<file path="src/rtl/sgdma_pkg.sv">
`timescale 1ns/1ps
package sgdma_pkg;
    localparam int AW = 32;              // memory address width
    localparam int MW = 32;              // memory word width (descriptor word)
    localparam int RW = 32;              // register data width

    localparam logic [2:0] OFS_CMD = 3'd0;
    localparam logic [2:0] OFS_STS = 3'd2;
    localparam logic [2:0] OFS_TBL = 3'd4;

    localparam int CMD_GO  = 0;
    localparam int CMD_DIR = 3;
    localparam int STS_ACT = 0;
    localparam int STS_ERR = 1;
    localparam int STS_IRQ = 2;
    localparam int STS_CAP = 5;

    typedef enum logic [2:0] {
        ST_IDLE,
        ST_FETCH_A,
        ST_FETCH_C,
        ST_WAIT_DEV,
        ST_XFER,
        ST_ACK,
        ST_HALT
    } walk_st_t;
endpackage

</file>
<file path="src/rtl/sgdma_regs.sv">
`timescale 1ns/1ps
module sgdma_regs
    import sgdma_pkg::*;
(
    input  logic          clk,
    input  logic          rst_n,
    input  logic          reg_we,
    input  logic [2:0]    reg_addr,
    input  logic [RW-1:0] reg_wdata,
    output logic [RW-1:0] reg_rdata,
    input  logic          active,
    input  logic          ev_done,
    input  logic          ev_err,
    output logic          run,
    output logic          go,
    output logic          to_mem,
    output logic [AW-1:0] tbl_base
);
    typedef struct packed {
        logic          start;
        logic          dir;
        logic          go;
        logic          err;
        logic          irq;
        logic          cap;
        logic [AW-1:0] tbl;
    } regs_t;

    regs_t st_d, st_q;
    logic  wr_cmd, wr_sts, wr_tbl;

    always_comb begin
        wr_cmd = reg_we && (reg_addr == OFS_CMD);
        wr_sts = reg_we && (reg_addr == OFS_STS);
        wr_tbl = reg_we && (reg_addr == OFS_TBL);

        st_d    = st_q;
        st_d.go = 1'b0;
        if (wr_cmd) begin
            st_d.start = reg_wdata[CMD_GO];
            st_d.dir   = reg_wdata[CMD_DIR];
            st_d.go    = reg_wdata[CMD_GO] && !st_q.start;
        end
        if (wr_sts) begin
            if (reg_wdata[STS_ERR]) st_d.err = 1'b0;
            if (reg_wdata[STS_IRQ]) st_d.irq = 1'b0;
            st_d.cap = reg_wdata[STS_CAP];
        end
        if (wr_tbl) st_d.tbl = {reg_wdata[AW-1:2], 2'b00};
        // hardware events win over a same-cycle software clear
        if (ev_err)  st_d.err = 1'b1;
        if (ev_done) st_d.irq = 1'b1;
    end

    always_ff @(posedge clk) begin
        if (!rst_n) st_q <= '0;
        else        st_q <= st_d;
    end

    always_comb begin
        case (reg_addr)
            OFS_CMD: reg_rdata = {{(RW-4){1'b0}}, st_q.dir, 2'b00, st_q.start};
            OFS_STS: reg_rdata = {{(RW-6){1'b0}}, st_q.cap, 2'b00, st_q.irq, st_q.err, active};
            OFS_TBL: reg_rdata = st_q.tbl;
            default: reg_rdata = '0;
        endcase
    end

    assign run      = st_q.start;
    assign go       = st_q.go;
    assign to_mem   = st_q.dir;
    assign tbl_base = st_q.tbl;

    // a write of 1 to the error bit clears it unless an error event coincides
    a_r9_err_w1c: assert property (@(posedge clk) disable iff (!rst_n)
        (wr_sts && reg_wdata[STS_ERR] && !ev_err) |=> !st_q.err);

    // a start pulse only follows a 0-to-1 change of the start bit
    a_r12_go_on_rise: assert property (@(posedge clk) disable iff (!rst_n)
        st_q.go |-> (st_q.start && !$past(st_q.start)));
endmodule

</file>
<file path="src/rtl/sgdma_walker.sv">
`timescale 1ns/1ps
module sgdma_walker
    import sgdma_pkg::*;
#(
    parameter int DW    = 16,   // drive data word width
    parameter int CNT_W = 16    // byte count field width, also region page width
)(
    input  logic          clk,
    input  logic          rst_n,
    input  logic          run,
    input  logic          go,
    input  logic          to_mem,
    input  logic [AW-1:0] tbl_base,
    output logic          mem_req,
    output logic          mem_we,
    output logic [AW-1:0] mem_addr,
    output logic [MW-1:0] mem_wdata,
    input  logic          mem_ready,
    input  logic          mem_err,
    input  logic [MW-1:0] mem_rdata,
    input  logic          dev_req,
    output logic          dev_ack,
    input  logic [DW-1:0] dev_rdata,
    output logic [DW-1:0] dev_wdata,
    output logic          active,
    output logic          ev_done,
    output logic          ev_err
);
    localparam int                SH         = $clog2(DW / 8);
    localparam logic [CNT_W-1:0]  FULL_WORDS = CNT_W'(1) << (CNT_W - SH);
    localparam logic [CNT_W-1:0]  ONE_WORD   = CNT_W'(1);
    localparam logic [CNT_W-1:0]  ADDR_STEP  = CNT_W'(DW / 8);
    localparam logic [AW-1:0]     DESC_STEP  = AW'(MW / 8);

    typedef struct packed {
        walk_st_t         st;
        logic [AW-1:0]    ptr;
        logic [AW-1:0]    addr;
        logic [CNT_W-1:0] left;
        logic             last;
        logic [DW-1:0]    data;
    } walk_t;

    walk_t            wk_d, wk_q;
    logic             rsp_ok, rsp_bad;
    logic [CNT_W-1:0] cnt_field, words;
    logic [AW-1:0]    addr_next;

    always_comb begin
        rsp_ok    = mem_ready && !mem_err;
        rsp_bad   = mem_ready && mem_err;
        cnt_field = mem_rdata[CNT_W-1:0];
        words     = (cnt_field == '0) ? FULL_WORDS : (cnt_field >> SH);
        // only the low page bits advance; a region never leaves its 64 KB page
        addr_next = {wk_q.addr[AW-1:CNT_W], wk_q.addr[CNT_W-1:0] + ADDR_STEP};

        wk_d      = wk_q;
        mem_req   = 1'b0;
        mem_we    = 1'b0;
        mem_addr  = wk_q.addr;
        mem_wdata = {{(MW-DW){1'b0}}, wk_q.data};
        dev_ack   = 1'b0;
        dev_wdata = wk_q.data;
        ev_done   = 1'b0;
        ev_err    = 1'b0;

        if (!run) begin
            wk_d.st = ST_IDLE;
        end else begin
            case (wk_q.st)
                ST_IDLE: begin
                    if (go) begin
                        wk_d.st  = ST_FETCH_A;
                        wk_d.ptr = tbl_base;
                    end
                end
                ST_FETCH_A: begin
                    mem_req  = 1'b1;
                    mem_addr = wk_q.ptr;
                    if (rsp_bad) begin
                        ev_err  = 1'b1;
                        wk_d.st = ST_HALT;
                    end else if (rsp_ok) begin
                        wk_d.addr = mem_rdata[AW-1:0];
                        wk_d.ptr  = wk_q.ptr + DESC_STEP;
                        wk_d.st   = ST_FETCH_C;
                    end
                end
                ST_FETCH_C: begin
                    mem_req  = 1'b1;
                    mem_addr = wk_q.ptr;
                    if (rsp_bad) begin
                        ev_err  = 1'b1;
                        wk_d.st = ST_HALT;
                    end else if (rsp_ok) begin
                        wk_d.left = words;
                        wk_d.last = mem_rdata[MW-1];
                        wk_d.ptr  = wk_q.ptr + DESC_STEP;
                        wk_d.st   = ST_WAIT_DEV;
                    end
                end
                ST_WAIT_DEV: begin
                    if (wk_q.left == '0) begin
                        if (wk_q.last) begin
                            ev_done = 1'b1;
                            wk_d.st = ST_HALT;
                        end else begin
                            wk_d.st = ST_FETCH_A;
                        end
                    end else if (dev_req) begin
                        if (to_mem) begin
                            dev_ack   = 1'b1;
                            wk_d.data = dev_rdata;
                        end
                        wk_d.st = ST_XFER;
                    end
                end
                ST_XFER: begin
                    mem_req = 1'b1;
                    mem_we  = to_mem;
                    if (rsp_bad) begin
                        ev_err  = 1'b1;
                        wk_d.st = ST_HALT;
                    end else if (rsp_ok) begin
                        if (to_mem) begin
                            wk_d.addr = addr_next;
                            wk_d.left = wk_q.left - ONE_WORD;
                            wk_d.st   = ST_WAIT_DEV;
                        end else begin
                            wk_d.data = mem_rdata[DW-1:0];
                            wk_d.st   = ST_ACK;
                        end
                    end
                end
                ST_ACK: begin
                    dev_ack   = 1'b1;
                    wk_d.addr = addr_next;
                    wk_d.left = wk_q.left - ONE_WORD;
                    wk_d.st   = ST_WAIT_DEV;
                end
                ST_HALT: begin
                    // table finished or failed: any further drive request is an overrun
                    if (dev_req) ev_err = 1'b1;
                end
                default: wk_d.st = ST_IDLE;
            endcase
        end
    end

    always_ff @(posedge clk) begin
        if (!rst_n) wk_q <= '{st: ST_IDLE, default: '0};
        else        wk_q <= wk_d;
    end

    assign active = (wk_q.st != ST_IDLE) && (wk_q.st != ST_HALT);

    // the upper address half only changes when a new base is loaded
    a_r5_page_fixed: assert property (@(posedge clk) disable iff (!rst_n)
        (wk_q.st != ST_FETCH_A) |=> (wk_q.addr[AW-1:CNT_W] == $past(wk_q.addr[AW-1:CNT_W])));

    // completion leaves the engine inactive
    a_r6_done_idles: assert property (@(posedge clk) disable iff (!rst_n)
        ev_done |=> !active);

    // an error response stops all memory traffic
    a_r8_err_halts: assert property (@(posedge clk) disable iff (!rst_n)
        (mem_req && mem_ready && mem_err) |=> (!active && !mem_req));

    // with the start bit clear the engine is idle by the next edge
    a_r10_stop_quiet: assert property (@(posedge clk) disable iff (!rst_n)
        !run |=> (!active && !mem_req));

    // a drive-to-memory acknowledge always answers a request
    a_r4_ack_on_req: assert property (@(posedge clk) disable iff (!rst_n)
        (dev_ack && to_mem) |-> dev_req);
endmodule

</file>
<file path="src/rtl/sgdma_channel.sv">
`timescale 1ns/1ps
module sgdma_channel
    import sgdma_pkg::*;
#(
    parameter int DW    = 16,
    parameter int CNT_W = 16
)(
    input  logic          clk,
    input  logic          rst_n,
    input  logic          reg_we,
    input  logic [2:0]    reg_addr,
    input  logic [31:0]   reg_wdata,
    output logic [31:0]   reg_rdata,
    output logic          mem_req,
    output logic          mem_we,
    output logic [31:0]   mem_addr,
    output logic [31:0]   mem_wdata,
    input  logic          mem_ready,
    input  logic          mem_err,
    input  logic [31:0]   mem_rdata,
    input  logic          dev_req,
    output logic          dev_ack,
    input  logic [DW-1:0] dev_rdata,
    output logic [DW-1:0] dev_wdata
);
    logic          run, go, to_mem, active, ev_done, ev_err;
    logic [AW-1:0] tbl_base;

    sgdma_regs u_regs (
        .clk       (clk),
        .rst_n     (rst_n),
        .reg_we    (reg_we),
        .reg_addr  (reg_addr),
        .reg_wdata (reg_wdata),
        .reg_rdata (reg_rdata),
        .active    (active),
        .ev_done   (ev_done),
        .ev_err    (ev_err),
        .run       (run),
        .go        (go),
        .to_mem    (to_mem),
        .tbl_base  (tbl_base)
    );

    sgdma_walker #(.DW(DW), .CNT_W(CNT_W)) u_walk (
        .clk       (clk),
        .rst_n     (rst_n),
        .run       (run),
        .go        (go),
        .to_mem    (to_mem),
        .tbl_base  (tbl_base),
        .mem_req   (mem_req),
        .mem_we    (mem_we),
        .mem_addr  (mem_addr),
        .mem_wdata (mem_wdata),
        .mem_ready (mem_ready),
        .mem_err   (mem_err),
        .mem_rdata (mem_rdata),
        .dev_req   (dev_req),
        .dev_ack   (dev_ack),
        .dev_rdata (dev_rdata),
        .dev_wdata (dev_wdata),
        .active    (active),
        .ev_done   (ev_done),
        .ev_err    (ev_err)
    );
endmodule

</file>
<file path="config.mk">
export PLATFORM = sky130hd
export DESIGN_NAME = sgdma_channel
export DESIGN_NICKNAME = d
export VERILOG_FILES = /design/src/rtl/sgdma_pkg.sv /design/src/rtl/sgdma_regs.sv /design/src/rtl/sgdma_walker.sv /design/src/rtl/sgdma_channel.sv
export SDC_FILE = /design/constraint.sdc
export NUM_CORES = 1
export LEC_CHECK = 0
export ABC_AREA = 1
export BUFFER_PORTS_ARGS = -buffer_cell sky130_fd_sc_hd__buf_2
export CAP_MARGIN = 20
export CORE_UTILIZATION = 25
export CTS_CLUSTER_SIZE = 8
export DETAILED_ROUTE_END_ITERATION = 10
export PLACE_DENSITY = 0.43
export SYNTH_ARGS = -nofsm -noshare
export SYNTH_HDL_FRONTEND = slang
export SYNTH_SLANG_ARGS = --single-unit
</file>
<file path="constraint.sdc">
create_clock -name clk -period 1.6 [get_ports clk]
set_input_delay 0.08 -clock clk [delete_from_list [all_inputs] [get_ports clk]]
set_output_delay 0.08 -clock clk [all_outputs]
set_load 0.02 [all_outputs]
</file>
==> After elaboration in Yosys (flattened, before gate mapping) <==
Index checks and enable logic that the tools add are counted.
{ "totals": {"out_inout_bits": 115, "inputBits": 89, "reg_bits": 136, "word_cells": 136} }
{ "classes": {"n_addsub": 3, "reduce_logical": 35, "eq_ne": 25, "muxes": 55, "bitwise": 4} }
{ "op_table": {"columns": ["op", "n"], "rows": [
  ["one-hot mux 32 bit (3 select lines)", 3],
  ["two-way mux 32 bit", 4],
  ["two-way mux 16 bit", 7],
  ["two-way mux 48 bit", 2],
  ["two-way mux 35 bit", 2],
  ["two-way mux 67 bit", 1],
  ["two-way mux 64 bit", 1],
  ["one-hot mux 16 bit (3 select lines)", 1],
  ["two-way mux 17 bit", 2],
  ["adder 32 x 3 -> 32 bit, second input constant", 1],
  ["logical NOT 16 bit", 2],
  ["one-hot mux 16 bit (2 select lines)", 1],
  ["two-way mux 3 bit", 9],
  ["one-hot mux 3 bit (7 select lines)", 1],
  ["AND reduction 7 bit", 3],
  ["two-way mux 1 bit", 19],
  ["!= test 2 bit, second input constant", 9],
  ["adder 16 x 2 -> 16 bit, second input constant", 1],
  ["subtractor 16 x 1 -> 16 bit, second input constant", 1],
  ["== test 3 bit, second input constant", 4],
  ["AND reduction 6 bit", 2],
  ["nonzero test 3 bit", 4],
  ["nonzero test 2 bit", 5],
  ["== test 3 x 2 -> 1 bit, second input constant", 3],
  ["15 further kinds", 34]
]} }

==> Logic depth before layout (Yosys ltp) <==
Gate-level depths: netlist of the first run.
{ "depth": {"word_depth": 6, "depth_mapped": 12, "depth_no_buf": 12} }

==> Modules after synthesis <==
Synthesis of the first run repeated with hierarchy kept, for this count alone.
{ "hier_totals": {"hier_cells": 1448, "hier_area_um2": 8748.4} }
{ "by_module_without_submodules": {"columns": ["module", "area_each_um2", "cells_per_inst", "seq_area_each_um2", "instances"], "rows": [
  ["sgdma_walker", 6936.7, 1179, 2001.9, 1],
  ["sgdma_regs", 1811.7, 269, 720.7, 1]
]} }

==> Worst setup path after synthesis of the first run <==
No wires, ideal clock.
{ "synth_timing": {"kind": "register to output", "startpoint": "register u_walk.wk_q[98] (netlist name)", "endpoint": "output mem_addr[11]", "t_arrival_ns": 1.722, "required_ns": 1.520, "slack_ns": -0.202, "path_buffers": 2, "path_stages_with_launch": 9, "cell_sequence": "dfxtp_1 -> nand2_1 -> nand2_1 -> nor2_4 -> inv_2 -> nor2_2 -> buf_4 -> buf_2 -> o21ai_0"} }
{ "synth_between": {"elab_chain_cells": 4, "word_cells_on_any_way": 5, "cone_classes": "eq/ne (2); mux (2); reduce/logical (1)"} }
{ "synth_lines": {"columns": ["element", "line_no", "rtl"], "rows": [
  ["start, declared", "sgdma_walker.sv:44", "walk_t wk_d, wk_q;"],
  ["start signal, assigned", "sgdma_walker.sv:152", "else wk_q <= wk_d;"],
  ["== test 3 x 1 -> 1 bit / == test 3 x 2 -> 1 bit (equally long branches)", "sgdma_walker.sv:70", "case (wk_q.st)"],
  ["OR reduction 2 bit (no source line) *", null, null],
  ["two-way mux 32 bit *", "sgdma_walker.sv:70", null],
  ["two-way mux 32 bit *", "sgdma_walker.sv:67", "if (!run) begin"],
  ["end, declared", "sgdma_channel.sv:16", "output logic [31:0] mem_addr,"]
]} }
Every way passes the cells marked *; elsewhere a longest branch is shown, timed or not.

==> Worst setup path in the final report of the first run <==
{ "layout_timing": {"startpoint": "register u_walk.wk_q[97] (netlist name)", "endpoint": "output mem_addr[28]"} }
Same word-level chain as after synthesis.

==> key figures, run 1 <==
Setup path
  • Endpoint type of the worst setup path: primary output
  • Crit-path max FO: 8
  • Startpoint Class: register
  • Worst EP arrival: 1.94 ns
  • CP Class: register to primary output
  • Worst EP required: 1.52 ns

STA
  • Slew @ Worst Pin: 0.502 ns
  • Final period util: 126%
  • Final setup viols: 111
  • Hold slack final: 0.00691 ns
  • Clock Skews: 0.0107 ns
  • Unrepaired setup endpoints after global routing: yes
  • F_max: 0.496 GHz
  • Setup TNS: -18.11 ns
  • Max-slew headroom: 66.5%
  • Final slew viol count: 0
  • Final hold violation count: 0
  • Post-route minimum period: 2.02 ns
  • Final setup margin: -0.417 ns

Layout
  • Post-route core utilization: 39.9%
  • Post-route cell area: 0.0130 mm2
  • Antenna Cells: 0
  • Area Overhead vs Synth: 57.3%
  • Layout cells sized above 1: 35.4%
  • Post-layout nets: 1762
  • Layout Cells excl Fill: 2125

Place
  • GP Congestion: 0.843
  • Port Buf Inserts: 187
  • Placed inst area: 0.0103 mm2
  • Hpwl dp: 23.3 mm
  • DP Worst Slack: -0.207 ns
  • Placed cells: 1994

Route
  • Drc violations: 0
  • Routed len/inst: 15.4 um
  • Avg Vias per Cell: 4.53
  • Number of DRC markers in iteration 0: 514
  • DR vias: 9634
  • Final wirelength: 32.8 mm
  • DRT Pass-1 Iters: 5
  • Final ANT Viol Nets: 0

Power and ir drop
  • Pwr per Cell Area: 613 mW/mm2
  • Post-layout power: 7.96 mW
  • Peak supply drop: 0.732 mV
  • Leakage: 5.51 nW

Clock network
  • Clk sinks: 134
  • Root buf cell: clkbuf_16
  • CTS clk-pin slew, worst paths: 0.07 ns
  • Num CTS Buffers: 17
  • CTS tree: yes
  • Bufs on Longest Clock Path: 2
  • H-Tree Depth: 4
  • Clock Latency Late Sink: 0.43 ns

Yosys
  • Area leader, netlist: dfxtp_1
  • Post-synth top area share: 32.5%
  • Yosys Warn Count: 0
  • Seq/Total Area, Yosys: 32.5%
  • Post-Synthesis Cells: 1326
  • Cell Area, Synth: 0.00826 mm2
  • Commonest cells in the netlist: nand2_1, nor2_1, o21ai_0
  • FF+latch count, synth: 134
  • Top post-synthesis cells by area: dfxtp_1, nand2_1, nor2_1
  • Post-Syn Area per Cell: 6.23 um2
  • Most frequent cell after synthesis: nand2_1
  • Main flop type after synthesis: dfxtp_1
  • Synth unique cells: 43
  • FFs w/ async S/R, synth: 0%
  • Post-synth EDFFs: 0

Die
  • Die height: 184 um
  • Std cell rows: 66
  • Core area: 0.0325 mm2
  • Die span in x: 184 um
  • IO Count: 204
  • Die Footprint: 0.0338 mm2
  • Initial core utilization: 25.4%

Run status
  • Status: finished, violations left
  • Failing checks: negative setup slack

Flow run
  • Max_cap viols: 0

Hold path
  • Min-delay worst type: input pin to register

GRT
  • Initial antenna violation count: 0
  • Total GRT Usage: 18.9%
  • Total grt overflow: 0
  • Pin count of the biggest net entering global routing: 73
  • Number of global-route vias before repair: 9190
  • Global-route wire length before repair: 49.6 mm
## power breakdown
group          switching [mW]  total (mW)  internal, mW  leakage [nW]
Clock                    1.74        4.00          2.27         0.280
Sequential             0.0161        3.38          3.36          1.09
Combinational           0.332       0.581         0.249          4.14
Total                    2.09        7.96          5.88          5.51
## registers in the layout (all words and copies together) (netlist names)
name              cells
u_regs.st_q           3
u_regs.to_mem         1
u_regs.run            1
u_regs.tbl_base      30
u_walk.wk_q          66
u_walk.dev_wdata     16
u_regs.go             1
u_walk.addr_next     16
## repair_timing
action / CTS / global route
hold endpoints to repair: 53 / 0
buffers inserted: 27 / 14
cloned: 5 / 5
hold buffers: 51 / 0
setup endpoints to repair: 115 / 130
gates resized for setup: 173 / 173
pin swaps: 21 / 37
## metal layers
layer	wire (um)	track usage (%)	vias to the layer above	share of wire [%]
met4	777	6.50	0	2.4
met3	1470	3.17	34	4.5
met1	15700	25.4	4388	48
met5	0	0	-	0
met2	14900	30.4	269	45
li1	-	-	4943	-
## kinds of logic (layout without fill, tap and decap cells)
| group | after synthesis | after routing | synth area share, % |
|---|---|---|---|
| simple gates | 618 | 619 | 31.3 |
| mux | 5 | 5 | 0.682 |
| fa+ha+maj | 3 | 3 | 0.454 |
| flops | 134 | 134 | 32.5 |
| xor+xnor | 10 | 10 | 1.06 |
| buf+inv | 240 | 581 | 14.1 |
| other cells | 1 | 16 | 0.0454 |
| compound gates | 315 | 315 | 19.9 |
## cell type report
cell class	instances	area, um2
Fill cell	3498	19500
Multi-Input combinational cell	968	5200
Timing Repair Buffer	414	3380
Sequential cell	134	2710
Tap cell	442	553
Inverter	132	526
Clock buffer	19	453
Clock inverter	13	134
Timing Repair inverter	3	41.3
## cells in the final DEF (no fill, tap or decap), drive strengths merged, types with 16 or more instances in the layout
cell / n
nand2: 263
clkbuf: 22
nor2: 249
inv: 138
dlygate4sd3: 51
o21ai: 166
nand3: 64
dfxtp: 134
buf: 360
nor3: 22
conb: 16
a21oi: 124
## worst paths after layout
check / startpoint / endpoint / slack, ns / cells past startpoint
setup / recovery: u_walk.wk_q[97] / mem_addr[28] / -0.42 / 11
hold / removal: mem_rdata[11] / u_walk.wk_q[44] / 0.007 / 3
setup reg to reg: u_walk.wk_q[98] / u_walk.wk_q[18] / -0.15 / 13
hold reg to reg: u_regs.tbl_base[3] / u_walk.wk_q[68] / 0.47 / 2
## worst max-delay path, stage by stage (launching register included)
cell and delay [ns]:
dfxtp_4 0.37, nand2_4 0.08, nand2_4 0.05, nor2_4 0.11, inv_4 0.05, nor2_4 0.18, buf_12 0.14, buf_16 0.13
buf_8 0.11, nor2_2 0.03, a21oi_2 0.12, buf_6 0.13
(Power assumes the default switching activity.)
==> run 2: changes to the inputs <==
--- a/config.mk
+++ b/config.mk
@@ -8,9 +8,11 @@
 export ABC_AREA = 1
 export BUFFER_PORTS_ARGS = -buffer_cell sky130_fd_sc_hd__buf_2
 export CAP_MARGIN = 20
+export CORE_ASPECT_RATIO = 0.9
 export CORE_UTILIZATION = 25
 export CTS_CLUSTER_SIZE = 8
 export DETAILED_ROUTE_END_ITERATION = 10
+export HOLD_SLACK_MARGIN = 0.02
 export PLACE_DENSITY = 0.43
 export SYNTH_ARGS = -nofsm -noshare
 export SYNTH_HDL_FRONTEND = slang
==> run 2 against run 1 <==
  * The flow still finishes with violations (negative setup slack)
  * Hold slack better by 0.0025 ns
  * Setup slack worse by 0.033 ns
  * Critical endpoint is now mem_addr[27]
  * Register-to-register slack worse by 0.14 ns
  * Largest cell class unchanged
  * Sequential share of layout area is 1.1 points lower
  * Highest routed layer unchanged
==> key figures, run 2 (same netlist as run 1, synthesis figures left out) <==
Clock network
  • Clk sinks: 134
  • Root buf cell: clkbuf_16
  • Num CTS Buffers: 17
  • CTS clk-pin slew, worst paths: 0.07 ns
  • CTS tree: yes
  • H-Tree Depth: 4
  • Clock Latency Late Sink: 0.44 ns
  • Bufs on Longest Clock Path: 2

Hold path
  • Hold Path Sink: u_regs.st_q[34]
  • Hold_sp: dev_req
  • Hold depth: 3
  • Min-delay worst type: input pin to register

Die
  • Std cell rows: 62
  • Initial core utilization: 25.7%
  • Die height: 174 um
  • IO Count: 204
  • Die span in x: 194 um
  • Die Footprint: 0.0338 mm2
  • Core area: 0.0322 mm2

Layout
  • Area Overhead vs Synth: 65.7%
  • Layout cells sized above 1: 38.4%
  • Post-layout nets: 1790
  • Most flops, register: u_walk.wk_q
  • Post-route cell area: 0.0137 mm2
  • Antenna Cells: 0
  • Post-route core utilization: 42.5%
  • Commonest cells after routing, fill and taps aside: nand2_1, nor2_1, buf_2
  • Max reg flops: 66
  • Most common cell after layout, fill and taps aside: nand2_1

Route
  • Final wirelength: 34.4 mm
  • Avg Vias per Cell: 4.63
  • Routed len/inst: 16.2 um
  • DR vias: 9856
  • Drc violations: 0
  • Final ANT Viol Nets: 0
  • DRT Pass-1 Iters: 5
  • Number of DRC markers in iteration 0: 593

Setup path
  • Flop-to-flop setup slack: -0.29 ns
  • CP Class: register to primary output
  • Worst EP arrival: 1.97 ns
  • Reg-to-reg critical path startpoint: u_walk.wk_q[97]
  • RR Endpoint: u_walk.wk_q[19]
  • Crit-path max FO: 31
  • Startpoint Class: register
  • Endpoint type of the worst setup path: primary output
  • R2R cell count: 14
  • Worst EP required: 1.52 ns

Place
  • Hpwl dp: 23.8 mm
  • GP Congestion: 0.868
  • DP Worst Slack: -0.222 ns
  • Port Buf Inserts: 187
  • Placed inst area: 0.0103 mm2

GRT
  • Initial antenna violation count: 0
  • Pin count of the biggest net entering global routing: 61
  • Global-route wire length before repair: 51.3 mm
  • Total GRT Usage: 19.5%
  • Number of global-route vias before repair: 9136
  • Total grt overflow: 0

STA
  • Unrepaired setup endpoints after global routing: yes
  • Clock Skews: 0.00935 ns
  • Final period util: 128%
  • Final setup viols: 124
  • Final setup margin: -0.450 ns
  • Post-route minimum period: 2.05 ns
  • Setup TNS: -25.10 ns
  • Final slew viol count: 0
  • F_max: 0.488 GHz
  • Final hold violation count: 0

Power and ir drop
  • Leakage: 5.76 nW
  • Peak supply drop: 0.817 mV
  • Pwr per Cell Area: 600 mW/mm2
  • Post-layout power: 8.21 mW

Run status
  • Status: finished, violations left
  • Failing checks: negative setup slack

Flow run
  • Max_cap viols: 0
[run 2: cell types whose count changed in the layout (fill, tap and decap cells not counted), sizes merged]
cell | previous run | this run
dlygate4sd3 | 51 | 65
buf | 360 | 372
inv | 138 | 132
clkbuf | 22 | 27
clkinv | 6 | 9
bufinv | 1 | 3
clkinvlp | 3 | 2
nand2 | 263 | 262
[run 2: how the worst max path moves through the flow]
stage / startpoint / endpoint / slack [ns] / depth (start not counted)
6_report: u_walk.wk_q[97] / mem_addr[27] / -0.45 / 10
5_1_grt: u_walk.wk_q[97] / mem_addr[23] / -0.54 / 8
4_1_cts: u_walk.wk_q[98] / mem_addr[27] / -0.46 / 10
3_5_place_dp: u_walk.wk_q[99] / u_walk.dev_wdata[1] / -0.22 / 8
3_3_place_gp: u_walk.wk_q[99] / u_walk.dev_wdata[1] / -0.20 / 8
2_1_floorplan: u_walk.wk_q[98] / mem_addr[10] / -0.02 / 7
[run 2: metrics by stage]
| step | instances | hold slack [ns] |
|---|---|---|
| floorplan | 1341 | 0.215 |
| global placement | 1971 | 0.305 |
| detailed placement | 1971 | 0.310 |
| CTS | 2102 | 0.0220 |
| global route | 2127 | 0.0248 |
| finish | 2127 | 0.00940 |
[run 2: area by class of cell]
| class | instances | area, um2 |
|---|---|---|
| sequential | 134 | 2700 |
| inverter | 132 | 547 |
| timing repair inverter | 3 | 38.8 |
| fill | 3362 | 18500 |
| clock inverter | 11 | 150 |
| multi-input combinational | 967 | 5520 |
| timing repair buffer | 443 | 3750 |
| clock buffer | 21 | 460 |
| tap | 416 | 520 |
[run 2: routing by layer]
metal	global-route usage, %	vias to the layer above	wire length [um]
li1	-	5009	-
met1	28.2	4525	17300
met2	29.8	285	14900
met3	3.03	37	1540
met4	5.63	0	683
met5	0	-	0
[run 2: critical path: stages (launching register included)]
cell and delay [ns]:
dfxtp_4 0.37, buf_6 0.12, nor2_4 0.14, nor2_4 0.05, inv_4 0.06, nor2_4 0.04
buf_12 0.17, buf_6 0.14, buf_12 0.13, a21oi_2 0.13, buf_4 0.15
[run 2: timing repair]
| item | CTS | global route |
|---|---|---|
| setup endpoints to repair | 117 | 135 |
| pin swaps | 31 | 79 |
| setup buffers | 29 | 20 |
| gates resized for setup | 206 | 261 |
| endpoints found under the hold margin | 70 | 0 |
| cloned | 7 | 9 |
| hold buffers | 65 | 0 |
[run 2: power breakdown]
part,switching (mW),internal (mW),leakage (nW)
sequential,0.0186,3.36,1.09
combinational,0.371,0.285,4.38
clock,1.64,2.54,0.293
==> run 3: changes to the inputs <==
--- a/config.mk
+++ b/config.mk
@@ -7,13 +7,14 @@
 export LEC_CHECK = 0
 export ABC_AREA = 1
 export BUFFER_PORTS_ARGS = -buffer_cell sky130_fd_sc_hd__buf_2
-export CAP_MARGIN = 20
 export CORE_ASPECT_RATIO = 0.9
 export CORE_UTILIZATION = 25
 export CTS_CLUSTER_SIZE = 8
 export DETAILED_ROUTE_END_ITERATION = 10
 export HOLD_SLACK_MARGIN = 0.02
 export PLACE_DENSITY = 0.43
+export SETUP_SLACK_MARGIN = 0.15
 export SYNTH_ARGS = -nofsm -noshare
 export SYNTH_HDL_FRONTEND = slang
+export SYNTH_HIERARCHICAL = 1
 export SYNTH_SLANG_ARGS = --single-unit
==> run 3 against run 2 <==
  * The run still ends with negative setup slack left
  * Hold slack improved by 0.030 ns
  * Flip-flop and latch count is 2 higher
  * Power fell by 5.8%
  * Sequential power is 1% higher
  * Critical path type unchanged
  * Largest cell class unchanged
==> key figures, run 3 <==
GRT
  • Total GRT Usage: 19.1%
  • Gr busiest metal: met2
  • Total grt overflow: 0
  • Initial antenna violation count: 0
  • Number of global-route vias before repair: 9454
  • Global-route wire length before repair: 53.1 mm
  • Met3 Use GR: 2.93%
  • GR Util met1: 28.3%
  • Met2 Track Usage GR: 28.7%
  • Pin count of the biggest net entering global routing: 51

Layout
  • Area Overhead vs Synth: 52.6%
  • Most common cell after layout, fill and taps aside: nand2_1
  • Area of the multi-input gates: 0.00548 mm2
  • Layout Cells excl Fill: 2229
  • Post-route core utilization: 39.0%
  • FF/Latch Area: 0.00274 mm2
  • Filler instances: 3698
  • Most flops, register: u_walk/wk_q
  • Layout cells sized above 1: 32.3%
  • Commonest cells after routing, fill and taps aside: nand2_1, nor2_1, buf_2
  • Max reg flops: 68
  • Antenna Cells: 0
  • Post-layout nets: 1847
  • Post-route cell area: 0.0133 mm2

Route
  • Final ANT Viol Nets: 0
  • Number of DRC markers in iteration 0: 569
  • Drc violations: 0
  • Routed len/inst: 15.4 um
  • DR vias: 10151
  • DRT Pass-1 Iters: 5
  • Avg Vias per Cell: 4.55
  • Final wirelength: 34.4 mm

Die
  • Core area: 0.0342 mm2
  • Die Footprint: 0.0357 mm2
  • Die height: 179 um
  • Std cell rows: 64
  • IO Count: 204
  • Initial core utilization: 25.6%
  • Die span in x: 199 um

Power and ir drop
  • Post-layout power: 7.74 mW
  • Leakage: 5.40 nW
  • Pwr per Cell Area: 580 mW/mm2
  • Peak supply drop: 0.645 mV

Clock network
  • CTS clk-pin slew, worst paths: 0.07 ns
  • Bufs on Longest Clock Path: 2
  • Root buf cell: clkbuf_16
  • Num CTS Buffers: 17
  • H-Tree Depth: 4
  • Clk sinks: 136
  • CTS tree: yes
  • Clock Latency Late Sink: 0.43 ns

Run status
  • Status: finished, violations left
  • Failing checks: negative setup slack

STA
  • Slew @ Worst Pin: 0.524 ns
  • Final setup margin: -0.334 ns
  • Unrepaired setup endpoints after global routing: yes
  • Final period util: 121%
  • Final hold violation count: 0
  • F_max: 0.517 GHz
  • Post-route minimum period: 1.93 ns
  • Hold slack final: 0.0392 ns
  • Final setup viols: 113
  • Max-slew headroom: 65.0%
  • Clock Skews: 0.0103 ns
  • Final slew viol count: 0

Yosys
  • Area leader, netlist: dfxtp_1
  • Most frequent cell after synthesis: nand2_1
  • Cell Area, Synth: 0.00875 mm2
  • Synth unique cells: 39
  • Top post-synthesis cells by area: dfxtp_1, nand2_1, nor2_1
  • Post-Synthesis Cells: 1448
  • FF+latch count, synth: 136
  • Post-synth EDFFs: 0
  • FFs w/ async S/R, synth: 0%
  • Post-synth top area share: 31.1%
  • Yosys Warn Count: 6
  • Seq/Total Area, Yosys: 31.1%
  • Commonest cells in the netlist: nand2_1, nor2_1, dfxtp_1
  • Main flop type after synthesis: dfxtp_1
  • Post-Syn Area per Cell: 6.04 um2

Setup path
  • Reg-to-reg critical path startpoint: u_walk/wk_q[98]
  • Startpoint Class: register
  • Flop-to-flop setup slack: -0.25 ns
  • Crit-path cells: inv_4 -> buf_12 -> nand3_4 -> nand2_8 -> nand2_8 -> buf_12 -> mux2_4 -> buf_6
  • Buf/Inv on CP: 4
  • CP Class: register to primary output
  • Max stage delay on crit path: 0.35 ns
  • Crit path max-delay family: buffers and inverters
  • Worst EP required: 1.52 ns
  • Crit path from: u_walk/wk_q[98]
  • Crit-path max FO: 7
  • CP max stage cell: dfxtp_4
  • Endpoint type of the worst setup path: primary output
  • Worst EP arrival: 1.85 ns

Place
  • Hpwl dp: 24.4 mm
  • Port Buf Inserts: 187
  • GP Congestion: 0.837
  • Placed inst area: 0.0106 mm2
  • Placed cells: 2098

Hold path
  • Hold_sp: dev_rdata[5]
  • Min-delay worst type: input pin to register

Flow run
  • Max_cap viols: 0
[run 3: worst min-delay path: stages]
cell and delay, ns:
buf_2 0.08, nand2_1 0.06, o21ai_0 0.10, o21ai_2 0.07, nor2_1 0.06
[run 3: final cells by class]
type	count	area share, %
multi-input cells	1049	41.0
repair buffers	415	26.0
flip-flops and latches	136	20.5
well taps	462	4.33
inverters	135	4.06
clock buffers	19	3.32
clock inverters	13	0.741
[run 3: kinds of logic after synthesis]
kind of cell               Yosys count  synth area share, %
other                                2               0.0858
muxes                                3                0.386
xor gates and xnor gates            11                 1.10
and+or+nand+nor                    757                 35.5
adders and majority gates            4                0.572
buffers and inverters              279                 16.1
AOI/OAI and AO/OA                  256                 15.0
DFF                                136                 31.1
[run 3: path summary, 6_finish.rpt]
kind / end / cells after the start
worst min-delay path: u_walk/dev_wdata[5] / 5
worst max register to register: u_walk/wk_q[85] / 14
worst max-delay path: mem_addr[10] / 8
worst min register to register: u_regs/st_q[33] / 2
[run 3: repair_timing]
| item | 4_1_cts | 5_1_grt |
|---|---|---|
| gates resized for setup | 140 | 196 |
| cloned | 5 | 6 |
| endpoints found under the setup margin | 137 | 137 |
| endpoints found under the hold margin | 71 | 0 |
| pin swaps | 16 | 29 |
| buffers inserted | 11 | 9 |
| hold buffers | 68 | 0 |
[run 3: where the power goes]
group | internal [mW] | switching, mW | total (mW)
clock | 2.03 | 1.67 | 3.70
sequential | 3.40 | 0.0208 | 3.42
combinational | 0.282 | 0.341 | 0.622
total | 5.71 | 2.03 | 7.74
[run 3: per-stage QoR]
| step | setup slack (ns) | TNS, ns |
|---|---|---|
| after CTS | -0.333 | -14.79 |
| after floorplan | 0.118 | 0 |
| after detailed placement | -0.108 | -1.44 |
| final | -0.334 | -16.41 |
| after global placement | -0.0776 | -1.65 |
| after global routing | -0.396 | -25.91 |
[run 3: layer usage]
metal,vias to the layer above,routed length [um]
li1,5157,-
met1,4690,17200
met2,284,15000
met3,20,1720
met4,0,413
met5,-,0
